### src/rtl/rcell_pkg.sv
package rcell_pkg;

  typedef struct packed {
    logic co;
    logic s;
    logic g1;
    logic g0;
  } cell_o_t;

  // 4x4 one-to-one arithmetic cell: m selects add (0) or subtract (1).
  // Inverse: x = g0; y ^ ci = s ^ x; if y != ci then co reveals m, g1 reveals y;
  // if y == ci then co reveals y, g1 reveals m.
  function automatic cell_o_t cell_map(input logic m, input logic x,
                                       input logic y, input logic ci);
    cell_o_t r;
    r.g0 = x;
    r.g1 = m ^ y;
    r.s  = x ^ y ^ ci;
    r.co = ((m ^ x) & (y ^ ci)) | (y & ci);
    return r;
  endfunction

  // 2x2 copy cell: out[1] = x (forwarded), out[0] = x ^ y (copy when y = 0).
  function automatic logic [1:0] copy_map(input logic x, input logic y);
    return {x, x ^ y};
  endfunction

endpackage

### src/rtl/rcell_copy.sv
module rcell_copy (
  input  logic x,
  input  logic y,
  output logic xo,
  output logic yo
);
  import rcell_pkg::*;
  logic [1:0] res;
  assign res = copy_map(x, y);
  assign xo  = res[1];
  assign yo  = res[0];
endmodule

### src/rtl/rcell_arith.sv
module rcell_arith (
  input  logic m,
  input  logic x,
  input  logic y,
  input  logic ci,
  output logic co,
  output logic s,
  output logic g1,
  output logic g0
);
  import rcell_pkg::*;
  cell_o_t res;
  assign res = cell_map(m, x, y, ci);
  assign co  = res.co;
  assign s   = res.s;
  assign g1  = res.g1;
  assign g0  = res.g0;
endmodule

### src/rtl/rcell_addsub.sv
module rcell_addsub #(
  parameter int W = 16
) (
  input  logic [W-1:0] a,
  input  logic [W-1:0] b,
  input  logic         mode,
  input  logic         cin,
  output logic [W-1:0] sum,
  output logic         cout,
  output logic [2*W:0] garb
);
  localparam int GTOP = 2 * W;

  for (genvar i = 0; i < W; i++) begin : g_bit
    logic m_src;
    logic m_fwd;
    logic m_cell;
    logic c_in;
    logic c_out;

    if (i == 0) begin : g_head
      assign m_src = mode;
      assign c_in  = cin;
    end else begin : g_link
      assign m_src = g_bit[i-1].m_fwd;
      assign c_in  = g_bit[i-1].c_out;
    end

    rcell_copy u_cp (
      .x  (m_src),
      .y  (1'b0),
      .xo (m_fwd),
      .yo (m_cell)
    );

    rcell_arith u_ar (
      .m  (m_cell),
      .x  (a[i]),
      .y  (b[i]),
      .ci (c_in),
      .co (c_out),
      .s  (sum[i]),
      .g1 (garb[2*i+1]),
      .g0 (garb[2*i])
    );
  end

  assign cout       = g_bit[W-1].c_out;
  assign garb[GTOP] = g_bit[W-1].m_fwd;

endmodule

### config.mk
export PLATFORM = sky130hd
export DESIGN_NAME = rcell_addsub
export DESIGN_NICKNAME = d
export VERILOG_FILES = /design/src/rtl/rcell_pkg.sv /design/src/rtl/rcell_copy.sv /design/src/rtl/rcell_arith.sv /design/src/rtl/rcell_addsub.sv
export SDC_FILE = /design/constraint.sdc
export NUM_CORES = 1
export LEC_CHECK = 0
export BUFFER_PORTS_ARGS = -buffer_cell sky130_fd_sc_hd__buf_2
export CAP_MARGIN = 25
export CORE_ASPECT_RATIO = 0.6
export CORE_MARGIN = 4
export CORE_UTILIZATION = 48
export DETAILED_ROUTE_END_ITERATION = 10
export PLACE_DENSITY = 0.95
export SYNTH_ARGS = -nofsm -noshare
export SYNTH_HDL_FRONTEND = slang
export SYNTH_HIERARCHICAL = 1
export SYNTH_SLANG_ARGS = --single-unit
### constraint.sdc
create_clock -name vclk -period 21.2
set_input_delay 3.18 -clock vclk [all_inputs]
set_output_delay 3.18 -clock vclk [all_outputs]
set_load 0.02 [all_outputs]
[Yosys cells after proc, flatten, opt, wreduce, memory -nomap -nowiden]
Cells that the tools add are included.
Storage, ports and cells
  bits in registers: 0
  input port bits: 34
  output and inout port bits: 50
  logic and storage cells: 128
Cells by class
  bitwise logic cells: 128
Operator list (number)
  1-bit bitwise XOR: 80
  1-bit bitwise AND: 32
  1-bit OR: 16

[Longest topological paths before layout]
  depth in word-level cells: 48
  gate-level depth with buffers: 33
  gate-level depth less buffers: 33

[Modules after synthesis]
The synthesis kept the hierarchy.
Modules (own cells, without submodules)
  rcell_arith: times used 16, cells each 7, area each 62.6 µm²
  rcell_copy: times used 16, cells each 2, area each 16.3 µm²
  rcell_addsub: times used 1, cells each 2, area each 11.3 µm²

[Worst setup path after synthesis]
OpenSTA, ideal clock, no wires.
  kind: input -> output
  start point: input port mode
  end point: output port sum[15]
  arrival time: 10.315 ns
  data required time: 18.020 ns
  setup slack: 7.705 ns
  stages on the path: 33
  path buffers: 0
  cell sequence: xor2_1 xor2_1 a21o_1 ha_1 a21o_1 ha_1 a21o_1 ha_1 a21o_1 ha_1 a21o_1 ha_1 a21o_1 ha_1 a21o_1 ha_1 a21o_1 ha_1 a21o_1 ha_1 a21o_1 ha_1 a21o_1 ha_1 a21o_1 ha_1 a21o_1 ha_1 a21o_1 ha_1 a21o_1 xnor2_1 xnor2_1
Between the ends
  word-level cells in the longest chain between the ends: 46
  elaborated cells on any way between the ends: 74
  classes of those cells: bitwise (74)
Ends and longest elaborated chain
  start, declared: line rcell_addsub.sv:6  | input logic mode,
  1-bit bitwise XOR *: line rcell_pkg.sv:19  | r.co = ((m ^ x) & (y ^ ci)) | (y & ci);
  1-bit bitwise AND *: line rcell_pkg.sv:19
  1-bit OR *: line rcell_pkg.sv:19
  named net g_bit[0].c_out: line rcell_addsub.sv:19  | logic c_out;
  1-bit bitwise XOR: line rcell_pkg.sv:19
  1-bit bitwise AND: line rcell_pkg.sv:19
  1-bit OR *: line rcell_pkg.sv:19
  named net g_bit[1].c_out: line rcell_addsub.sv:19
  [3 not listed]
  named net g_bit[2].c_out: line rcell_addsub.sv:19
  [3 not listed]
  named net g_bit[3].c_out: line rcell_addsub.sv:19
  [3 not listed]
  named net g_bit[4].c_out: line rcell_addsub.sv:19
  [3 not listed]
  named net g_bit[5].c_out: line rcell_addsub.sv:19
  [3 not listed]
  named net g_bit[6].c_out: line rcell_addsub.sv:19
  [3 not listed]
  named net g_bit[7].c_out: line rcell_addsub.sv:19
  [3 not listed]
  named net g_bit[8].c_out: line rcell_addsub.sv:19
  [3 not listed]
  named net g_bit[10].c_in: line rcell_addsub.sv:18  | logic c_in;
  [3 not listed]
  named net g_bit[10].c_out: line rcell_addsub.sv:19
  [3 not listed]
  named net g_bit[11].c_out: line rcell_addsub.sv:19
  [3 not listed]
  named net g_bit[12].c_out: line rcell_addsub.sv:19
  [1 not listed]
  1-bit bitwise AND: line rcell_pkg.sv:19
  1-bit OR *: line rcell_pkg.sv:19
  named net g_bit[13].c_out: line rcell_addsub.sv:19
  1-bit bitwise XOR: line rcell_pkg.sv:19
  1-bit bitwise AND: line rcell_pkg.sv:19
  1-bit OR *: line rcell_pkg.sv:19
  named net g_bit[14].c_out: line rcell_addsub.sv:19
  1-bit bitwise XOR *: line rcell_pkg.sv:18  | r.s = x ^ y ^ ci;
  end, declared: line rcell_addsub.sv:8  | output logic [W-1:0] sum,
Mark *: on every way through the listed nets, which the timed path passes. The rest lies on a longest branch.

[Final worst setup path]
  start point: input port mode
  end point: output port cout
Between the ends
  word-level cells in the longest chain between the ends: 48
  elaborated cells on any way between the ends: 78
  classes of those cells: bitwise (78)
Ends and longest elaborated chain
  1-bit bitwise XOR *: line rcell_pkg.sv:19
  1-bit bitwise AND *: line rcell_pkg.sv:19
  1-bit OR *: line rcell_pkg.sv:19
  named net g_bit[0].c_out: line rcell_addsub.sv:19
  1-bit bitwise XOR: line rcell_pkg.sv:19
  1-bit bitwise AND: line rcell_pkg.sv:19
  1-bit OR *: line rcell_pkg.sv:19
  named net g_bit[1].c_out: line rcell_addsub.sv:19
  [3 not listed]
  named net g_bit[2].c_out: line rcell_addsub.sv:19
  [3 not listed]
  named net g_bit[3].c_out: line rcell_addsub.sv:19
  [3 not listed]
  named net g_bit[4].c_out: line rcell_addsub.sv:19
  [3 not listed]
  named net g_bit[5].c_out: line rcell_addsub.sv:19
  [3 not listed]
  named net g_bit[6].c_out: line rcell_addsub.sv:19
  [3 not listed]
  named net g_bit[7].c_out: line rcell_addsub.sv:19
  [3 not listed]
  named net g_bit[8].c_out: line rcell_addsub.sv:19
  [3 not listed]
  named net g_bit[10].c_in: line rcell_addsub.sv:18
  [3 not listed]
  named net g_bit[10].c_out: line rcell_addsub.sv:19
  [3 not listed]
  named net g_bit[11].c_out: line rcell_addsub.sv:19
  [3 not listed]
  named net g_bit[12].c_out: line rcell_addsub.sv:19
  [3 not listed]
  named net g_bit[13].c_out: line rcell_addsub.sv:19
  1-bit bitwise XOR: line rcell_pkg.sv:19
  1-bit bitwise AND: line rcell_pkg.sv:19
  1-bit OR *: line rcell_pkg.sv:19
  named net g_bit[14].c_out: line rcell_addsub.sv:19
  1-bit bitwise XOR: line rcell_pkg.sv:19
  1-bit bitwise AND: line rcell_pkg.sv:19
  1-bit OR *: line rcell_pkg.sv:19
  end, declared: line rcell_addsub.sv:9  | output logic cout,
Marked as above.

==> results.toml <==
[outcome]
outcome = "finished clean"

[power_and_ir_drop]
seqPwrFrac_pct = 0
p_comb_share_pct = 100.0
powerDensity_nw_per_um2 = 71.50
intPower_mw = 0.04710
p_sw_mw = 0.06311
netSwitchingFraction_pct = 57.26
clockPowerShare_pct = 0
p_leak_nw = 0.9064
power_mw = 0.1102
peakVddDrop_mv = 0.03513

[final_layout]
areaGrowthSynthToFinish_pct = 21.14
nClkBuffers = 0
nets = 264
diodes = 0
drive_gt1_share_pct = 39.62
multi_input_area_um2 = 1081
seq_cell_count = 0
nFillCells = 231
ff_latch_area_um2 = 0

[critical_path]
end_kind = "output pin"
cp.required_ns = 18.02
slowest_stage = "buf_2"
worstSetupStartpointType = "primary input"
crit_path_frequent_cell = "a21o_1"
crit_buf_inv = 2
cp_top_family = "adder cells"
cp_max_fo = 17
slowest_delay_ns = 0.38
critPathKind = "in -> out"
arrival_ns = 11.10

[floorplan]
num_rows = 14
io_pins = 84
core_um2 = 2522
dieArea_um2 = 3566
die_y_um = 47.88
die_w_um = 74.47
start_util_pct = 50.45

[sta]
finalCritPeriodShare_pct = 67.35
final_hold_viol_count = 0
min_period_ns = 14.28
fmax_mhz = 70.03
rsz0062_at_grt = "false"
maxSlewViolCount = 0
finalHoldWorstSlack_ns = 6.634
final.setup.tns_ns = 0
setup-violations-final = 0

[route]
wl_per_cell_um = 10.12
drtAntennaViolNets = 0
detail_route.first_pass.iterations = 3
via_per_inst = 4.234
drc = 0
totalWireLength_um = 2469
drt_iter0_drc = 8
vias = 1033

[global_route]
grt_pass1_vias = 938
gr-total-overflow = 0
grt_pass1_wl_um = 3795
grtUsageTotal_pct = 13.04
grt_max_degree = 18
antenna_found_initial = 0

[worst_hold_path]
hp-class = "in -> out"
min_from = "a[9]"
min_to = "garb[18]"
hold_depth = 2

[flow_run]
max_cap_viol_count = 0

[synthesis]
avgSynthCellArea_um2 = 8.716
yosysSeqAreaShare_pct = 0
yosys_warnings = 6
yosysMostFrequentCell = "xor2_1"
yosys-top-cells-count = "xor2_1, buf_4, xnor2_1"
syn_area_um2 = 1272
synth_area_leader_cell = "xor2_1"
yosysUniqueCellTypes = 6
synth.area.top_cells = "xor2_1, xnor2_1, buf_4, ha_1, a21o_1"
yosysTopAreaCellShare_pct = 33.04
syn_inst = 146

[placement]
globalplace.congestion = 0.7094
port-buffer-count = 84
dpl.hpwl_um = 2277

[cts]
postCtsSetupRepairBufs = 0
cts_resized = 0
holdBufCountCts = 0
[cells in the final DEF (no fill, tap or decap)]
cell	netlist	final
buf_2	0	84
conb_1	1	16
xnor2_1	32	32
ha_1	16	16
a21o_1	16	16
xor2_1	48	48
[metal layers]
metal | track usage [%] | vias to the layer above | wire (um)
li1 | - | 555 | -
met1 | 15.46 | 443 | 997
met2 | 28.10 | 35 | 1281
met3 | 0.4193 | 0 | 189
met4 | 0 | 0 | 0
met5 | 0 | - | 0
[how the worst max path moves through the flow]
stage | start | end | slack [ns] | cells after the start
CTS | mode | cout | 6.86 | 35
finish | mode | cout | 6.92 | 35
floorplan | mode | sum[15] | 7.71 | 33
global placement | mode | cout | 6.97 | 35
detailed placement | mode | cout | 6.86 | 35
global route | mode | cout | 6.44 | 35
[metrics by stage]
stage                     area, um^2  util [%]  setup WS (ns)  std cells
after floorplan                 1329         -          7.705        161
after global placement          1541     61.11          6.973        244
after detailed placement        1541     61.11          6.860        244
after CTS                       1541     61.11          6.863        244
after global routing            1541     61.11          6.442        244
final                           1541     61.11          6.921        244
[cell type report]
type / instances / share of cell area, %
Timing Repair Buffer: 84 / 27.27
Tap cell: 32 / 2.597
Multi-Input combinational cell: 128 / 70.13
[cells by family (layout without fill, tap and decap cells)]
group                    count (synthesis)  count (layout)  synth area share, %
AO/OA/AOI/OAI                           16              16                9.440
XOR/XNOR                                80              80                55.06
adder cells (fa/ha/maj)                 16              16                15.73
buffers and inverters                   33              84                19.47
other                                    1              16               0.2947
[power groups by stage]
stage | sequential (mW) | combinational, mW | clock (mW)
finish | 0 | 0.110 | 0
global route | 0 | 0.122 | 0
CTS | 0 | 0.112 | 0
detailed placement | 0 | 0.111 | 0
global placement | 0 | 0.109 | 0
floorplan | 0 | 0.0840 | 0
(Power assumes the default switching activity.)
